### src/rtl/mivu_pkg.sv
package mivu_pkg;
  localparam int unsigned OFS_TX_SET  = 0;
  localparam int unsigned OFS_TX_CLR  = 1;
  localparam int unsigned OFS_RX_SET  = 2;
  localparam int unsigned OFS_RX_CLR  = 3;
  localparam int unsigned OFS_MAC_SET = 4;
  localparam int unsigned OFS_MAC_CLR = 5;
  localparam int unsigned OFS_VECTOR  = 6;
  localparam int unsigned OFS_EOI     = 7;

  localparam int unsigned VB_TXCH = 0;
  localparam int unsigned VB_RXCH = 8;
  localparam int unsigned VB_TX   = 16;
  localparam int unsigned VB_RX   = 17;
  localparam int unsigned VB_HOST = 18;
  localparam int unsigned VB_STAT = 19;

  localparam int unsigned MAC_SRCS = 2;
endpackage

### src/rtl/mivu_src_bank.sv
module mivu_src_bank #(
  parameter int unsigned W = 8
) (
  input  logic         clk,
  input  logic         rst,
  input  logic [W-1:0] evt,
  input  logic [W-1:0] ack,
  input  logic [W-1:0] en_set,
  input  logic [W-1:0] en_clr,
  output logic [W-1:0] pend_o,
  output logic [W-1:0] en_o,
  output logic [W-1:0] live_o
);
  logic [W-1:0] pend_q;
  logic [W-1:0] en_q;

  generate
    for (genvar i = 0; i < W; i++) begin : g_src
      always_ff @(posedge clk) begin
        if (rst)         pend_q[i] <= 1'b0;
        else if (evt[i]) pend_q[i] <= 1'b1;
        else if (ack[i]) pend_q[i] <= 1'b0;
      end

      always_ff @(posedge clk) begin
        if (rst)            en_q[i] <= 1'b0;
        else if (en_clr[i]) en_q[i] <= 1'b0;
        else if (en_set[i]) en_q[i] <= 1'b1;
      end

      AST_PEND_SET: assert property (@(posedge clk) disable iff (rst)
        evt[i] |=> pend_q[i]);
      AST_PEND_ACK: assert property (@(posedge clk) disable iff (rst)
        (ack[i] && !evt[i]) |=> !pend_q[i]);
      AST_EN_CLEARED: assert property (@(posedge clk) disable iff (rst)
        en_clr[i] |=> !en_q[i]);
    end
  endgenerate

  assign pend_o = pend_q;
  assign en_o   = en_q;
  assign live_o = pend_q & en_q;
endmodule

### src/rtl/mivu_lowest.sv
module mivu_lowest #(
  parameter int unsigned W  = 8,
  parameter int unsigned IW = (W > 1) ? $clog2(W) : 1
) (
  input  logic [W-1:0]  req,
  output logic          found,
  output logic [IW-1:0] idx
);
  always_comb begin
    found = 1'b0;
    idx   = '0;
    for (int i = W - 1; i >= 0; i--) begin
      if (req[i]) begin
        found = 1'b1;
        idx   = IW'(i);
      end
    end
  end
endmodule

### src/rtl/mivu_regif.sv
module mivu_regif
  import mivu_pkg::*;
#(
  parameter int unsigned ADDR_W = 4,
  parameter int unsigned DATA_W = 32,
  parameter int unsigned N_CH   = 8
) (
  input  logic                clk,
  input  logic                rst,
  input  logic                reg_wr,
  input  logic [ADDR_W-1:0]   reg_addr,
  input  logic [N_CH-1:0]     reg_wdata,
  input  logic [N_CH-1:0]     tx_en,
  input  logic [N_CH-1:0]     rx_en,
  input  logic [MAC_SRCS-1:0] mac_en,
  input  logic [DATA_W-1:0]   vec,
  output logic [N_CH-1:0]     tx_set,
  output logic [N_CH-1:0]     tx_clr,
  output logic [N_CH-1:0]     rx_set,
  output logic [N_CH-1:0]     rx_clr,
  output logic [MAC_SRCS-1:0] mac_set,
  output logic [MAC_SRCS-1:0] mac_clr,
  output logic                eoi,
  output logic [DATA_W-1:0]   rdata
);
  function automatic logic hit(input logic [ADDR_W-1:0] a, input int unsigned ofs);
    return a == ADDR_W'(ofs);
  endfunction

  always_comb begin
    tx_set  = (reg_wr && hit(reg_addr, OFS_TX_SET))  ? reg_wdata : '0;
    tx_clr  = (reg_wr && hit(reg_addr, OFS_TX_CLR))  ? reg_wdata : '0;
    rx_set  = (reg_wr && hit(reg_addr, OFS_RX_SET))  ? reg_wdata : '0;
    rx_clr  = (reg_wr && hit(reg_addr, OFS_RX_CLR))  ? reg_wdata : '0;
    mac_set = (reg_wr && hit(reg_addr, OFS_MAC_SET)) ? reg_wdata[MAC_SRCS-1:0] : '0;
    mac_clr = (reg_wr && hit(reg_addr, OFS_MAC_CLR)) ? reg_wdata[MAC_SRCS-1:0] : '0;
    eoi     = reg_wr && hit(reg_addr, OFS_EOI);
  end

  logic [DATA_W-1:0] rd_mux;
  always_comb begin
    rd_mux = '0;
    if (hit(reg_addr, OFS_TX_SET)  || hit(reg_addr, OFS_TX_CLR))  rd_mux = DATA_W'(tx_en);
    if (hit(reg_addr, OFS_RX_SET)  || hit(reg_addr, OFS_RX_CLR))  rd_mux = DATA_W'(rx_en);
    if (hit(reg_addr, OFS_MAC_SET) || hit(reg_addr, OFS_MAC_CLR)) rd_mux = DATA_W'(mac_en);
    if (hit(reg_addr, OFS_VECTOR))                                rd_mux = vec;
  end

  always_ff @(posedge clk) begin
    if (rst) rdata <= '0;
    else     rdata <= rd_mux;
  end

  AST_EOI_ONLY_ON_WRITE: assert property (@(posedge clk) disable iff (rst)
    eoi |-> reg_wr);
  AST_RD_UNMAPPED_ZERO: assert property (@(posedge clk) disable iff (rst)
    (reg_addr > ADDR_W'(OFS_EOI)) |=> (rdata == '0));
endmodule

### src/rtl/mac_irq_vector.sv
module mac_irq_vector
  import mivu_pkg::*;
#(
  parameter int unsigned N_CH   = 8,
  parameter int unsigned ADDR_W = 4,
  parameter int unsigned DATA_W = 32
) (
  input  logic              clk,
  input  logic              rst,
  input  logic [N_CH-1:0]   tx_done_evt,
  input  logic [N_CH-1:0]   rx_done_evt,
  input  logic [N_CH-1:0]   tx_done_ack,
  input  logic [N_CH-1:0]   rx_done_ack,
  input  logic              host_err_evt,
  input  logic              status_evt,
  input  logic              host_err_ack,
  input  logic              status_ack,
  input  logic              reg_wr,
  input  logic [ADDR_W-1:0] reg_addr,
  input  logic [N_CH-1:0]   reg_wdata,
  output logic [DATA_W-1:0] reg_rdata,
  output logic              irq
);
  localparam int unsigned CH_IW = (N_CH > 1) ? $clog2(N_CH) : 1;

  logic [N_CH-1:0]     tx_set, tx_clr, rx_set, rx_clr;
  logic [MAC_SRCS-1:0] mac_set, mac_clr;
  logic                eoi;
  logic [N_CH-1:0]     tx_pend, tx_en, tx_live;
  logic [N_CH-1:0]     rx_pend, rx_en, rx_live;
  logic [MAC_SRCS-1:0] mac_pend, mac_en, mac_live;
  logic                tx_any, rx_any;
  logic [CH_IW-1:0]    tx_idx, rx_idx;
  logic [DATA_W-1:0]   vec;
  logic                any_live;
  logic                irq_q;

  mivu_src_bank #(.W(N_CH)) u_tx (
    .clk(clk), .rst(rst), .evt(tx_done_evt), .ack(tx_done_ack),
    .en_set(tx_set), .en_clr(tx_clr),
    .pend_o(tx_pend), .en_o(tx_en), .live_o(tx_live));

  mivu_src_bank #(.W(N_CH)) u_rx (
    .clk(clk), .rst(rst), .evt(rx_done_evt), .ack(rx_done_ack),
    .en_set(rx_set), .en_clr(rx_clr),
    .pend_o(rx_pend), .en_o(rx_en), .live_o(rx_live));

  mivu_src_bank #(.W(MAC_SRCS)) u_mac (
    .clk(clk), .rst(rst),
    .evt({status_evt, host_err_evt}), .ack({status_ack, host_err_ack}),
    .en_set(mac_set), .en_clr(mac_clr),
    .pend_o(mac_pend), .en_o(mac_en), .live_o(mac_live));

  mivu_lowest #(.W(N_CH), .IW(CH_IW)) u_tx_pick (
    .req(tx_live), .found(tx_any), .idx(tx_idx));

  mivu_lowest #(.W(N_CH), .IW(CH_IW)) u_rx_pick (
    .req(rx_live), .found(rx_any), .idx(rx_idx));

  always_comb begin
    vec                     = '0;
    vec[VB_TX]              = tx_any;
    vec[VB_RX]              = rx_any;
    vec[VB_HOST]            = mac_live[0];
    vec[VB_STAT]            = mac_live[1];
    vec[VB_TXCH +: CH_IW]   = tx_idx;
    vec[VB_RXCH +: CH_IW]   = rx_idx;
  end

  assign any_live = tx_any | rx_any | (|mac_live);

  mivu_regif #(.ADDR_W(ADDR_W), .DATA_W(DATA_W), .N_CH(N_CH)) u_regs (
    .clk(clk), .rst(rst), .reg_wr(reg_wr), .reg_addr(reg_addr),
    .reg_wdata(reg_wdata), .tx_en(tx_en), .rx_en(rx_en), .mac_en(mac_en),
    .vec(vec), .tx_set(tx_set), .tx_clr(tx_clr), .rx_set(rx_set),
    .rx_clr(rx_clr), .mac_set(mac_set), .mac_clr(mac_clr), .eoi(eoi),
    .rdata(reg_rdata));

  always_ff @(posedge clk) begin
    if (rst)       irq_q <= 1'b0;
    else if (eoi)  irq_q <= 1'b0;
    else           irq_q <= irq_q | any_live;
  end
  assign irq = irq_q;

  AST_EOI_DROPS: assert property (@(posedge clk) disable iff (rst)
    eoi |=> !irq);
  AST_IRQ_LATCHED: assert property (@(posedge clk) disable iff (rst)
    (irq && !eoi) |=> irq);
  AST_IRQ_HAS_CAUSE: assert property (@(posedge clk) disable iff (rst)
    $rose(irq) |-> $past(any_live));
  AST_TX_PICK_PENDING: assert property (@(posedge clk) disable iff (rst)
    tx_any |-> (tx_pend[tx_idx] && tx_en[tx_idx]));
  AST_TX_PICK_LOWEST: assert property (@(posedge clk) disable iff (rst)
    tx_any |-> ((tx_live & ((N_CH'(1) << tx_idx) - N_CH'(1))) == '0));
  AST_RX_PICK_LOWEST: assert property (@(posedge clk) disable iff (rst)
    rx_any |-> ((rx_live & ((N_CH'(1) << rx_idx) - N_CH'(1))) == '0));
  AST_MASKED_SILENT: assert property (@(posedge clk) disable iff (rst)
    ((tx_pend & tx_en) == '0 && (rx_pend & rx_en) == '0 &&
     (mac_pend & mac_en) == '0) |-> (vec == '0));
endmodule

### config.mk
export PLATFORM = sky130hd
export DESIGN_NAME = mac_irq_vector
export DESIGN_NICKNAME = d
export VERILOG_FILES = /design/src/rtl/mivu_pkg.sv /design/src/rtl/mivu_src_bank.sv /design/src/rtl/mivu_lowest.sv /design/src/rtl/mivu_regif.sv /design/src/rtl/mac_irq_vector.sv
export SDC_FILE = /design/constraint.sdc
export NUM_CORES = 1
export LEC_CHECK = 0
export BUFFER_PORTS_ARGS = -buffer_cell sky130_fd_sc_hd__buf_2
export CAP_MARGIN = 5
export CORE_ASPECT_RATIO = 2
export CORE_MARGIN = 4
export CORE_UTILIZATION = 54
export CTS_BUF_LIST = sky130_fd_sc_hd__clkbuf_2
export DETAILED_ROUTE_END_ITERATION = 8
export GPL_ROUTABILITY_DRIVEN = 0
export GPL_TIMING_DRIVEN = 0
export PLACE_DENSITY = 0.87
export SLEW_MARGIN = 20
export SYNTH_ARGS = -nofsm -noshare
export SYNTH_HDL_FRONTEND = slang
export SYNTH_SLANG_ARGS = --single-unit
### constraint.sdc
create_clock -name clk -period 1.85 [get_ports clk]
set_input_delay 0.0925 -clock clk [delete_from_list [all_inputs] [get_ports clk]]
set_output_delay 0.0925 -clock clk [all_outputs]
set_load 0.02 [all_outputs]
### Word-level counts from Yosys, hierarchy flattened

Cells that the tools add are included.

| operators by class | value |
|---|---|
| add/sub/neg operators | 0 |
| $mul | 0 |
| div/mod/pow operators | 0 |
| $lt $le $gt $ge | 0 |
| equality and inequality tests | 7 |
| shifts and indexed selects | 0 |
| mux-type cells | 78 |
| bitwise gates (word level) | 6 |
| reduce and logical (&&, ||, !) cells | 51 |

Operator list:

| kind | count |
|---|---|
| $mux 8 | 7 |
| $mux 1 | 52 |
| $mux 3 | 16 |
| $reduce_or 2->1 | 20 |
| $reduce_bool 2->1 | 18 |
| $mux 20 | 1 |
| $and 8x8->8 | 2 |
| $eq 4x3->1 const B | 4 |
| $eq 4x2->1 const B | 2 |
| $logic_and 1x1->1 | 7 |
| $eq 4x1->1 const B | 1 |
| $logic_not 4->1 | 1 |
| $mux 2 | 2 |
| $reduce_or 4->1 | 1 |
| $logic_or 1x1->1 | 3 |
| $or 1x1->1 | 3 |
| $reduce_or 3->1 | 1 |
| $and 2x2->2 | 1 |

| word-level totals | value |
|---|---|
| bits in registers | 69 |
| latch bits | 0 |
| RAM bits | 0 |
| memory bits (read-only) | 0 |
| input bits | 51 |
| output and inout bits | 33 |
| word-level logic and storage cells | 182 |
| memories | 0 |

### Depth between registers and ports, before layout

Gate-level depths: netlist (run 1).

| depth | value |
|---|---|
| depth after elaboration | 12 |
| gate-level depth with buffers | 5 |
| mapped depth without buffers | 4 |

### Modules after synthesis

From an unflattened synthesis (run 1), not the netlist that was laid out.

| unflattened totals | value |
|---|---|
| cell total of the unflattened synthesis | 317 |
| area, all modules | 2877.8 µm² |

Modules (own cells, without submodules):

| module | times used | cells each | area each (µm²) | seq. area each (µm²) |
|---|---|---|---|---|
| mivu_regif | 1 | 138 | 1338.8 | 640.6 |
| mivu_src_bank at u_rx ... | 2 | 66 | 599.3 | 320.3 |
| mivu_lowest | 2 | 13 | 80.1 | 0.0 |
| mivu_src_bank at u_mac | 1 | 16 | 140.1 | 80.1 |
| mac_irq_vector | 1 | 5 | 40.0 | 20.0 |

### Worst setup path before layout (run 1)

Ideal clock, no wire load.

| path | value |
|---|---|
| path type | in2reg |
| start | input reg_addr[2] |
| end | register u_rx.en_q[2], in the netlist u_rx.en_o[2] |
| arrival time | 0.985 ns |
| path slack | 0.777 ns |
| stages | 5 |
| path buffers | 2 |
| cells stage by stage | buf_4 > nor3b_4 > buf_6 > a21oi_2 > a311oi_2 |

| on the way | value |
|---|---|
| word-level cells in the longest chain between the ends | 4 |
| elaborated cells between the ends (all ways) | 7 |
| classes of those cells | eq/ne (2); mux (2); reduce/logical (3) |

RTL lines:

| what | line | text |
|---|---|---|
| start, declared | mac_irq_vector.sv:19 | `input logic [ADDR_W-1:0] reg_addr,` |
| $eq 4x2->1 | mivu_regif.sv:27 | `return a == ADDR_W'(ofs);` |
| $logic_and 1x1->1 | mivu_regif.sv:34 | `rx_clr = (reg_wr && hit(reg_addr, OFS_RX_CLR)) ? reg_wdata : '0;` |
| $mux 8 | mivu_regif.sv:34 |  |
| $reduce_or 2->1 (no line) | n/a |  |
| end signal, assigned by index | mivu_src_bank.sv:26 | `if (rst) en_q[i] <= 1'b0;` |
| end signal, assigned by index | mivu_src_bank.sv:27 | `else if (en_clr[i]) en_q[i] <= 1'b0;` |
| end signal, assigned by index | mivu_src_bank.sv:28 | `else if (en_set[i]) en_q[i] <= 1'b1;` |
| end, declared | mivu_src_bank.sv:15 | `logic [W-1:0] en_q;` |

Several ways; a longest one is shown, not always the timed one.
A chain may end at the register's enable or synchronous reset.

### Worst setup path after layout (run 1)

| path | value |
|---|---|
| start | input rst |
| end | register u_tx.pend_q[2], in the netlist u_tx.pend_o[2] |

RTL lines:

| what | line | text |
|---|---|---|
| start, declared | mac_irq_vector.sv:9 | `input logic rst,` |
| end signal, assigned by index | mivu_src_bank.sv:20 | `if (rst) pend_q[i] <= 1'b0;` |
| end signal, assigned by index | mivu_src_bank.sv:21 | `else if (evt[i]) pend_q[i] <= 1'b1;` |
| end signal, assigned by index | mivu_src_bank.sv:22 | `else if (ack[i]) pend_q[i] <= 1'b0;` |
| end, declared | mivu_src_bank.sv:14 | `logic [W-1:0] pend_q;` |

No word-level cell between the ends.

==> results of run 1 <==
==> repair_timing <==
action | in CTS | in global routing
setup buffers | 0 | 0
hold buffers | 46 | 2
endpoints found under the setup margin | 0 | 0
endpoints found under the hold margin | 37 | 2
==> cells in the final DEF, fill, tap and decap left out, types with 2 or more instances in the layout <==
master         count
buf_2             65
dfxtp_1           52
dlygate4sd3_1     48
a21oi_1           36
nor2_1            30
buf_4             20
inv_1             19
a311oi_1          17
conb_1            17
nand2_1           16
clkbuf_1           7
mux2i_1            7
a22oi_1            5
clkbuf_2           5
nand3_1            3
o21ai_0            3
a32oi_1            3
nor3b_1            3
a21oi_2            2
a311oi_2           2
a22o_1             2
nor2b_1            2
a221oi_1           2
==> layer usage <==
metal,vias up,GRT usage,part of all wire
li1,1105,-,-
met1,1102,0.263,0.33
met2,118,0.455,0.56
met3,30,0.0454,0.062
met4,0,0.183,0.047
met5,-,0,0
==> cell usage after synthesis <==
master / count
a211oi_1: 1
a21oi_1: 36
a21oi_2: 2
a221oi_1: 2
a22o_1: 2
a22oi_1: 5
a311oi_1: 17
a311oi_2: 2
a32o_1: 1
a32oi_1: 3
buf_4: 20
buf_6: 1
clkbuf_1: 7
conb_1: 1
dfxtp_1: 52
inv_1: 19
mux2i_1: 7
mux4_1: 1
nand2_1: 16
nand2b_4: 1
nand3_1: 3
nand3b_1: 1
nand4_2: 1
nor2_1: 30
nor2b_1: 2
nor3_1: 1
nor3_4: 1
nor3b_1: 3
nor3b_4: 1
o21ai_0: 3
o32ai_1: 1
or3_1: 1
==> power groups by stage <==
stage / Clock (uW) / Sequential (uW) / Combinational, uW
detailed placement: 0 / 1210 / 260
global placement: 0 / 1210 / 253
finish: 597 / 1200 / 359
CTS: 599 / 1190 / 343
floorplan: 0 / 1210 / 165
global route: 647 / 1200 / 388
==> cell families (layout without fill, tap and decap cells) <==
| kind of cell | after synthesis | after routing |
|---|---|---|
| compound gates | 75 | 75 |
| simple gates | 61 | 61 |
| flops | 52 | 52 |
| buf+inv | 47 | 168 |
| mux | 8 | 8 |
| other cells | 1 | 17 |
==> worst max-delay path, stage by stage <==
cell and delay [ns]:
dlygate4sd3_1 0.53, buf_2 0.15, clkbuf_1 0.34, clkbuf_1 0.53, nor2_1 0.12
==> final cells by class <==
class                      instances  area share
sequential                        52       0.324
multi-input combinational        161       0.305
clock buffer                       5     0.00778
clock inverter                     3      0.0132
timing repair buffer             113       0.250
inverter                          19      0.0222
tap                               51      0.0198
buffer                            28      0.0583
==> stage by stage <==
stage | power [uW] | util
2_1_floorplan | 1370 | -
3_3_place_gp | 1470 | 0.680
3_5_place_dp | 1470 | 0.680
4_1_cts | 2140 | 0.815
5_1_grt | 2240 | 0.820
6_report | 2150 | 0.820
==> worst max-delay path by stage <==
stage | startpoint | to | slack, ns | depth (start not counted)
after floorplan | reg_addr[2] | u_rx.en_o[2] | 0.78 | 5
after global placement | reg_addr[3] | u_rx.en_o[6] | 0.54 | 6
after detailed placement | reg_addr[3] | u_mac.en_o[1] | 0.54 | 5
after CTS | reg_addr[3] | u_rx.en_o[6] | 0.46 | 7
after global routing | rst | u_rx.pend_o[4] | 0.37 | 5
final | rst | u_tx.pend_o[2] | 0.42 | 5
==> flip-flops by register name, indices dropped and copies added, names as in the netlist <==
signal        cells
u_mac.pend_o      2
u_rx.pend_o       8
u_tx.pend_o       8
u_mac.en_o        2
u_tx.en_o         8
u_rx.en_o         8
irq               1
u_regs.rdata     15
==> impl_metrics.json, run 1 <==
{
  "fp.dieH_um": 98.7,
  "clock_skew_ns": 0.0312,
  "slew_headroom": 0.594,
  "avgSynthCellArea_um2": 9.10,
  "p_leak_uw": 0.00149,
  "grt_overflow": 0,
  "p_seq_frac": 0.556,
  "netlist_instances": 244,
  "max_freq_mhz": 701,
  "crit_required_ns": 2.19,
  "initial_core_util": 0.566,
  "cts_buffer_depth": 2,
  "hold_start": "reg_addr[0]",
  "clock-sinks": 52,
  "p_comb_frac": 0.167,
  "finalSetupTns_ns": 0,
  "stdcell_area_um2": 3220,
  "ioPinCount": 84,
  "setup_viol": 0,
  "synthMuxAreaShare": 0.0434,
  "peakVddDrop_mv": 0.712,
  "syn_to_final_growth_pct": 44.9,
  "fin_cells": 432,
  "avgRoutedWirePerCell_um": 15.5,
  "synth_seq_area_share": 0.469,
  "io_buffers": 65,
  "yosysTopAreaCell": "dfxtp_1",
  "numCtsBuffers": 5,
  "first_iter_violations": 115,
  "end_kind": "flip-flop",
  "layout-drive-gt1-share": 0.268,
  "synth.distinct_cells": 32,
  "yosysTopAreaCellShare": 0.469,
  "cap_violations": 0,
  "r2r_cells": 4,
  "cp_max_fo": 10,
  "fp-row-count": 32,
  "ant_nets": 0,
  "finalWorstSetupSlack_ns": 0.424,
  "clk_pin_slew_ns": 0.28,
  "reg2reg_from": "u_tx.pend_o[7]",
  "dp_cells": 376,
  "routed_via_density": 5.45,
  "p_per_area_nw_per_um2": 669,
  "diodes": 0,
  "synth_top_family_by_area": "compound AO/OA/AOI/OAI gates",
  "tritoncts": "built",
  "min_period_ns": 1.43,
  "grt_max_degree": 17,
  "status": "finished clean",
  "dpl.hpwl_um": 4250,
  "core-area_um2": 3920,
  "switching_power_uw": 576,
  "hp-class": "input port to flip-flop",
  "swShare": 0.267,
  "grt_pass1_wl_um": 10400,
  "synth_xor_area_frac": 0,
  "finalMaxSlewViolations": 0,
  "regToRegEndpoint": "irq",
  "p_int_uw": 1580,
  "antenna_found_initial": 0,
  "crit_type": "input port to flip-flop",
  "wirelength_um": 6690,
  "synth_area_um2": 2220,
  "ys_warn_count": 0,
  "fin_crit_sh": 0.771,
  "cts_resized": 0,
  "hold-worst-slack_ns": 0.0396,
  "track_usage": 0.261,
  "cts_htree_levels": 2,
  "clkPwrFrac": 0.277,
  "layout.nets": 431,
  "start_kind": "input port",
  "regArea_um2": 1040,
  "cts_root_buf": "clkbuf_2",
  "worstHoldEndpoint": "u_regs.rdata[19]",
  "synth-seq-cells": 52,
  "dieArea_um2": 5260,
  "drc_errors": 0,
  "synthAdderAreaFrac": 0,
  "hold_violations": 0,
  "drtPass1Iterations": 4,
  "fill_cells": 254,
  "via_count": 2355,
  "multi_input_area_um2": 980,
  "synth_area_leaders": "dfxtp_1 47%, a21oi_1 8.1%, buf_4 6.8%",
  "whs_path_depth": 4,
  "rrSetupSlack_ns": 0.50,
  "tightest_slew_ns": 0.608,
  "worstSkewPairLatency_ns": 0.47,
  "synth_compound_gate_area_share": 0.233,
  "die_w_um": 53.3,
  "cp.arrival_ns": 1.77,
  "preCtsSetupSlack_ns": 0.540,
  "place_area_um2": 2670,
  "synth-simple-area-share": 0.136,
  "rsz0062_at_grt": "no",
  "grt_pass1_vias": 2324
}
Power figures use the tool's default switching activity.
==> run 2: changes to the inputs <==
- CORE_UTILIZATION: 54 -> 45
- PLACE_DENSITY: 0.87 -> 0.77
- clock period: 1.85 -> 1.3 ns (I/O delays scaled with it)
==> run 2 against run 1 <==
  * Worst hold slack better by 0.0020 ns
  * Power up 32%
  * Worst setup slack worse by 0.38 ns
  * Via count down 3.6%
  * Clock skew down 0.019 ns
  * Final area down 0.62%
  * First-iteration DRC count down 39%
  * Die area up 18%
  * Critical path depth unchanged
  * Non-clock buffer count down 1
==> impl_metrics.json, run 2 (same netlist as run 1, synthesis figures left out) <==
{
  "use_met1": 0.234,
  "tightest_slew_ns": 0.579,
  "reg2reg_from": "u_tx.en_o[7]",
  "p_leak_uw": 0.00149,
  "ant_nets": 0,
  "preCtsSetupSlack_ns": 0.0144,
  "hp-class": "input port to flip-flop",
  "p_per_area_nw_per_um2": 891,
  "peakVddDrop_mv": 0.805,
  "finalWorstSetupSlack_ns": 0.0409,
  "drc_errors": 0,
  "io_buffers": 65,
  "fin_crit_sh": 0.969,
  "track_usage": 0.210,
  "diodes": 0,
  "cts_htree_levels": 2,
  "max_freq_mhz": 794,
  "crit_chain": "buf_2 -> dlygate4sd3_1 -> nor2_2 -> nand4_2 -> o32ai_1",
  "r2r_cells": 4,
  "crit_type": "input port to flip-flop",
  "regArea_um2": 1040,
  "initial_core_util": 0.474,
  "cp_max_fo": 9,
  "slew_headroom": 0.614,
  "regToRegEndpoint": "irq",
  "layout_commonest_cell": "buf_2",
  "finalMaxSlewViolations": 0,
  "crit_path_max_incr_delay_ns": 0.57,
  "avgRoutedWirePerCell_um": 14.3,
  "rrSetupSlack_ns": 0.06,
  "end_kind": "flip-flop",
  "dieArea_um2": 6190,
  "ioPinCount": 84,
  "antenna_found_initial": 0,
  "top_usage_layer": "met2",
  "cts_setup_buffers": 0,
  "clk_pin_slew_ns": 0.26,
  "clock_skew_ns": 0.0127,
  "grt_pass1_vias": 2267,
  "routed_via_density": 5.22,
  "first_iter_violations": 70,
  "met2_usage": 0.380,
  "grtUsageMet3": 0.0324,
  "min_period_ns": 1.26,
  "cap_violations": 0,
  "start_kind": "input port",
  "die_w_um": 57.7,
  "tritoncts": "built",
  "setup_viol": 0,
  "layout_common_cells": "65 x buf_2, 49 x dfxtp_1, 46 x dlygate4sd3_1",
  "via_count": 2271,
  "multi_input_area_um2": 982,
  "cts_root_buf": "clkbuf_2",
  "whs_path_depth": 4,
  "worstHoldEndpoint": "u_regs.rdata[18]",
  "cpMaxStageDelayCell": "dlygate4sd3_1",
  "status": "finished clean",
  "hold_violations": 0,
  "largest_register_ffs": 15,
  "fp.dieH_um": 107,
  "grt_overflow": 0,
  "dpl.hpwl_um": 4270,
  "finalSetupTns_ns": 0,
  "wirelength_um": 6230,
  "grt_pass1_wl_um": 10300,
  "core-area_um2": 4690,
  "numCtsBuffers": 5,
  "hold_start": "reg_addr[0]",
  "layout-drive-gt1-share": 0.279,
  "clock-sinks": 52,
  "fp-row-count": 35,
  "cts_buffer_depth": 2,
  "syn_to_final_growth_pct": 44.0,
  "rsz0062_at_grt": "no",
  "worstSkewPairLatency_ns": 0.43,
  "layout.nets": 430,
  "fill_cells": 386,
  "regMostFlops": "u_regs.rdata",
  "cp.arrival_ns": 1.60,
  "crit_required_ns": 1.64,
  "grt_max_degree": 17,
  "drtPass1Iterations": 4
}
[run 2: cell types whose count changed in the layout (fill, tap and decap cells not counted), sizes merged]
cell / delta
clkinv: +2
dlygate4sd3: -2
bufinv: -1
clkinvlp: -1
dlymetal6s4s: +1
[run 2: per-stage QoR]
step	instances	utilization	area (um^2)	total power, uW	hold WS [ns]
2_1_floorplan	260	-	2280	1960	0.175
3_3_place_gp	380	0.571	2670	2090	0.272
3_5_place_dp	380	0.571	2670	2100	0.276
4_1_cts	434	0.678	3180	2850	0.0175
5_1_grt	435	0.682	3200	2990	0.0266
6_report	435	0.682	3200	2850	0.0416
[run 2: worst max-delay path by stage]
stage	startpoint	depth (start not counted)	endpoint
after floorplan	reg_addr[2]	5	u_rx.en_o[2]
after global placement	reg_addr[3]	6	u_rx.en_o[6]
after detailed placement	reg_addr[3]	6	u_tx.en_o[0]
after CTS	u_tx.en_o[7]	4	irq
after global routing	u_tx.en_o[7]	4	irq
final	reg_addr[3]	5	u_regs.rdata[2]
[run 2: critical path: cells and delay by family]
family | cells | cell delay (ns)
buf+inv | 2 | 0.68
simple gates | 2 | 0.44
compound gates | 1 | 0.41
[run 2: power by group]
| part | total (uW) | internal, uW | switching (uW) |
|---|---|---|---|
| clock | 643 | 131 | 512 |
| combinational | 501 | 269 | 233 |
| sequential | 1700 | 1650 | 48.7 |
[run 2: layout make-up]
cell class                 count  share of cell area
buffer                        28              0.0587
timing repair buffer         112               0.250
clock buffer                   5             0.00783
tap                           55              0.0215
inverter                      19              0.0223
clock inverter                 3             0.00587
multi-input combinational    161               0.307
sequential                    52               0.327
[run 2: metal layers]
layer | up-vias | part of all wire
met5 | - | 0
met4 | 0 | 0.036
met3 | 21 | 0.049
met2 | 85 | 0.56
met1 | 1059 | 0.36
li1 | 1106 | -
[run 2: timing repair]
item	CTS	global route
hold buffers	46	2
gates resized for setup	0	5
setup endpoints to repair	0	5
endpoints found under the hold margin	37	2
==> run 3: changes to the inputs <==
- CORE_UTILIZATION: 45 -> 30
- PLACE_DENSITY: 0.77 -> unset
==> run 3 against run 2 <==
  * Final cell count up 8.7%
  * Sequential share of layout area shrank 0.60 points
  * Sequential power is essentially flat
  * Die area up 44%
  * First-iteration DRC count shrank 5.7%
  * Largest cell class unchanged
  * Largest power group unchanged
==> impl_metrics.json, run 3 (same netlist as run 1, synthesis figures left out) <==
{
  "p_total_uw": 2830,
  "peakVddDrop_mv": 0.455,
  "layout.nets": 431,
  "clkPwrFrac": 0.218,
  "grt_max_degree": 15,
  "routed_via_density": 4.77,
  "drtPass1Iterations": 4,
  "preCtsSetupSlack_ns": -0.0538,
  "crit_required_ns": 1.70,
  "fin_crit_sh": 0.990,
  "dieArea_um2": 8920,
  "crit_type": "input port to flip-flop",
  "grt_overflow": 0,
  "worstHoldEndpoint": "u_regs.rdata[18]",
  "rrSetupSlack_ns": 0.04,
  "end_kind": "flip-flop",
  "tritoncts": "built",
  "regMostFlops": "u_regs.rdata",
  "fp.dieH_um": 130,
  "worstSkewPairLatency_ns": 0.44,
  "clk_pin_slew_ns": 0.24,
  "rsz0062_at_grt": "yes",
  "hold-worst-slack_ns": 0.0502,
  "setup_viol": 0,
  "avgRoutedWirePerCell_um": 14.1,
  "layout_commonest_cell": "buf_2",
  "max_freq_mhz": 777,
  "layout_common_cells": "65 x buf_2, 49 x dfxtp_1, 48 x dlygate4sd3_1",
  "r2r_cells": 3,
  "reg2reg_from": "u_tx.pend_o[6]",
  "cts_root_buf": "clkbuf_2",
  "swShare": 0.274,
  "p_comb_frac": 0.180,
  "cpMaxStageDelayCell": "dlygate4sd3_1",
  "start_kind": "input port",
  "cts_htree_levels": 2,
  "first_iter_violations": 66,
  "min_period_ns": 1.29,
  "hold_violations": 0,
  "startpoint": "rst",
  "syn_to_final_growth_pct": 46.7,
  "grt_pass1_wl_um": 10400,
  "cp_max_fo": 3,
  "crit_path_max_incr_delay_ns": 0.59,
  "fp-row-count": 44,
  "largest_register_ffs": 15,
  "wirelength_um": 6660,
  "via_count": 2254,
  "antenna_found_initial": 0,
  "dpl.hpwl_um": 4680,
  "place_area_um2": 2720,
  "p_int_uw": 2050,
  "numCtsBuffers": 5,
  "fill_cells": 719,
  "hold_start": "reg_addr[0]",
  "p_per_area_nw_per_um2": 869,
  "layout-drive-gt1-share": 0.279,
  "ant_nets": 0,
  "core-area_um2": 7210,
  "crit_chain": "buf_2 -> dlygate4sd3_1 -> nor2_1 -> dlygate4sd3_1 -> nand2_1 -> nor2_1",
  "clock_skew_ns": 0.00954,
  "hp-class": "input port to flip-flop",
  "drc_errors": 0,
  "switching_power_uw": 776,
  "stdcell_area_um2": 3260,
  "cap_violations": 0,
  "finalWorstSetupSlack_ns": 0.0130,
  "track_usage": 0.156,
  "cts_buffer_depth": 2,
  "io_buffers": 65,
  "tightest_slew_ns": 0.610,
  "die_w_um": 68.8,
  "p_seq_frac": 0.601,
  "grt_pass1_vias": 2306,
  "regToRegEndpoint": "u_tx.pend_o[6]",
  "whs_path_depth": 4,
  "p_leak_uw": 0.00150,
  "dp_cells": 417,
  "initial_core_util": 0.308,
  "clock-sinks": 52,
  "ioPinCount": 84,
  "finalMaxSlewViolations": 0,
  "slew_headroom": 0.593,
  "cp.arrival_ns": 1.68,
  "status": "finished clean",
  "fin_cells": 473
}
run 3: how the worst max path moves through the flow:
stage | to | slack (ns) | depth (start not counted)
finish | u_regs.rdata[1] | 0.01 | 6
global route | u_regs.rdata[8] | -0.02 | 5
CTS | irq | 0.02 | 4
detailed placement | u_mac.pend_o[1] | -0.05 | 4
global placement | u_tx.pend_o[6] | -0.04 | 4
floorplan | u_rx.en_o[2] | 0.25 | 5
run 3: what timing repair did:
item	4_1_cts	5_1_grt
endpoints found under the hold margin	38	0
gates resized for setup	0	7
hold buffers	48	0
setup buffers	0	0
endpoints found under the setup margin	0	3
run 3: per-stage QoR:
step	TNS, ns	utilization
final	0	0.452
after global routing	-0.0175	0.451
after CTS	0	0.449
after detailed placement	-0.447	0.377
after global placement	-0.379	0.377
after floorplan	0	-
run 3: final cells by class:
type,instances,area (um^2),share of cell area
Tap cell,92,115,0.0353
Sequential cell,52,1040,0.321
Multi-Input combinational cell,161,995,0.305
Clock inverter,1,5.00,0.00154
Clock buffer,6,30.0,0.00922
Buffer,28,188,0.0576
Antenna cell,1,2.50,0.000768
Timing Repair Buffer,113,806,0.247
Inverter,19,71.3,0.0219
run 3: metal layers:
| layer | vias up | track usage | share of wire |
|---|---|---|---|
| li1 | 1112 | - | - |
| met1 | 1041 | 0.161 | 0.35 |
| met2 | 85 | 0.292 | 0.56 |
| met3 | 16 | 0.0165 | 0.048 |
| met4 | 0 | 0.0851 | 0.038 |
| met5 | - | 0 | 0 |
run 3: power groups by stage:
stage / clock network (uW) / logic (uW) / registers [uW]
final: 617 / 511 / 1700
after global routing: 691 / 559 / 1710
after floorplan: 0 / 235 / 1720
after global placement: 0 / 369 / 1730
after CTS: 641 / 500 / 1700
after detailed placement: 0 / 377 / 1730
run 3: worst max-delay path, delay by kind of cell:
family                 cells  cell delay [ns]
AND/OR/NAND/NOR            3             0.35
buffers and inverters      3             1.27
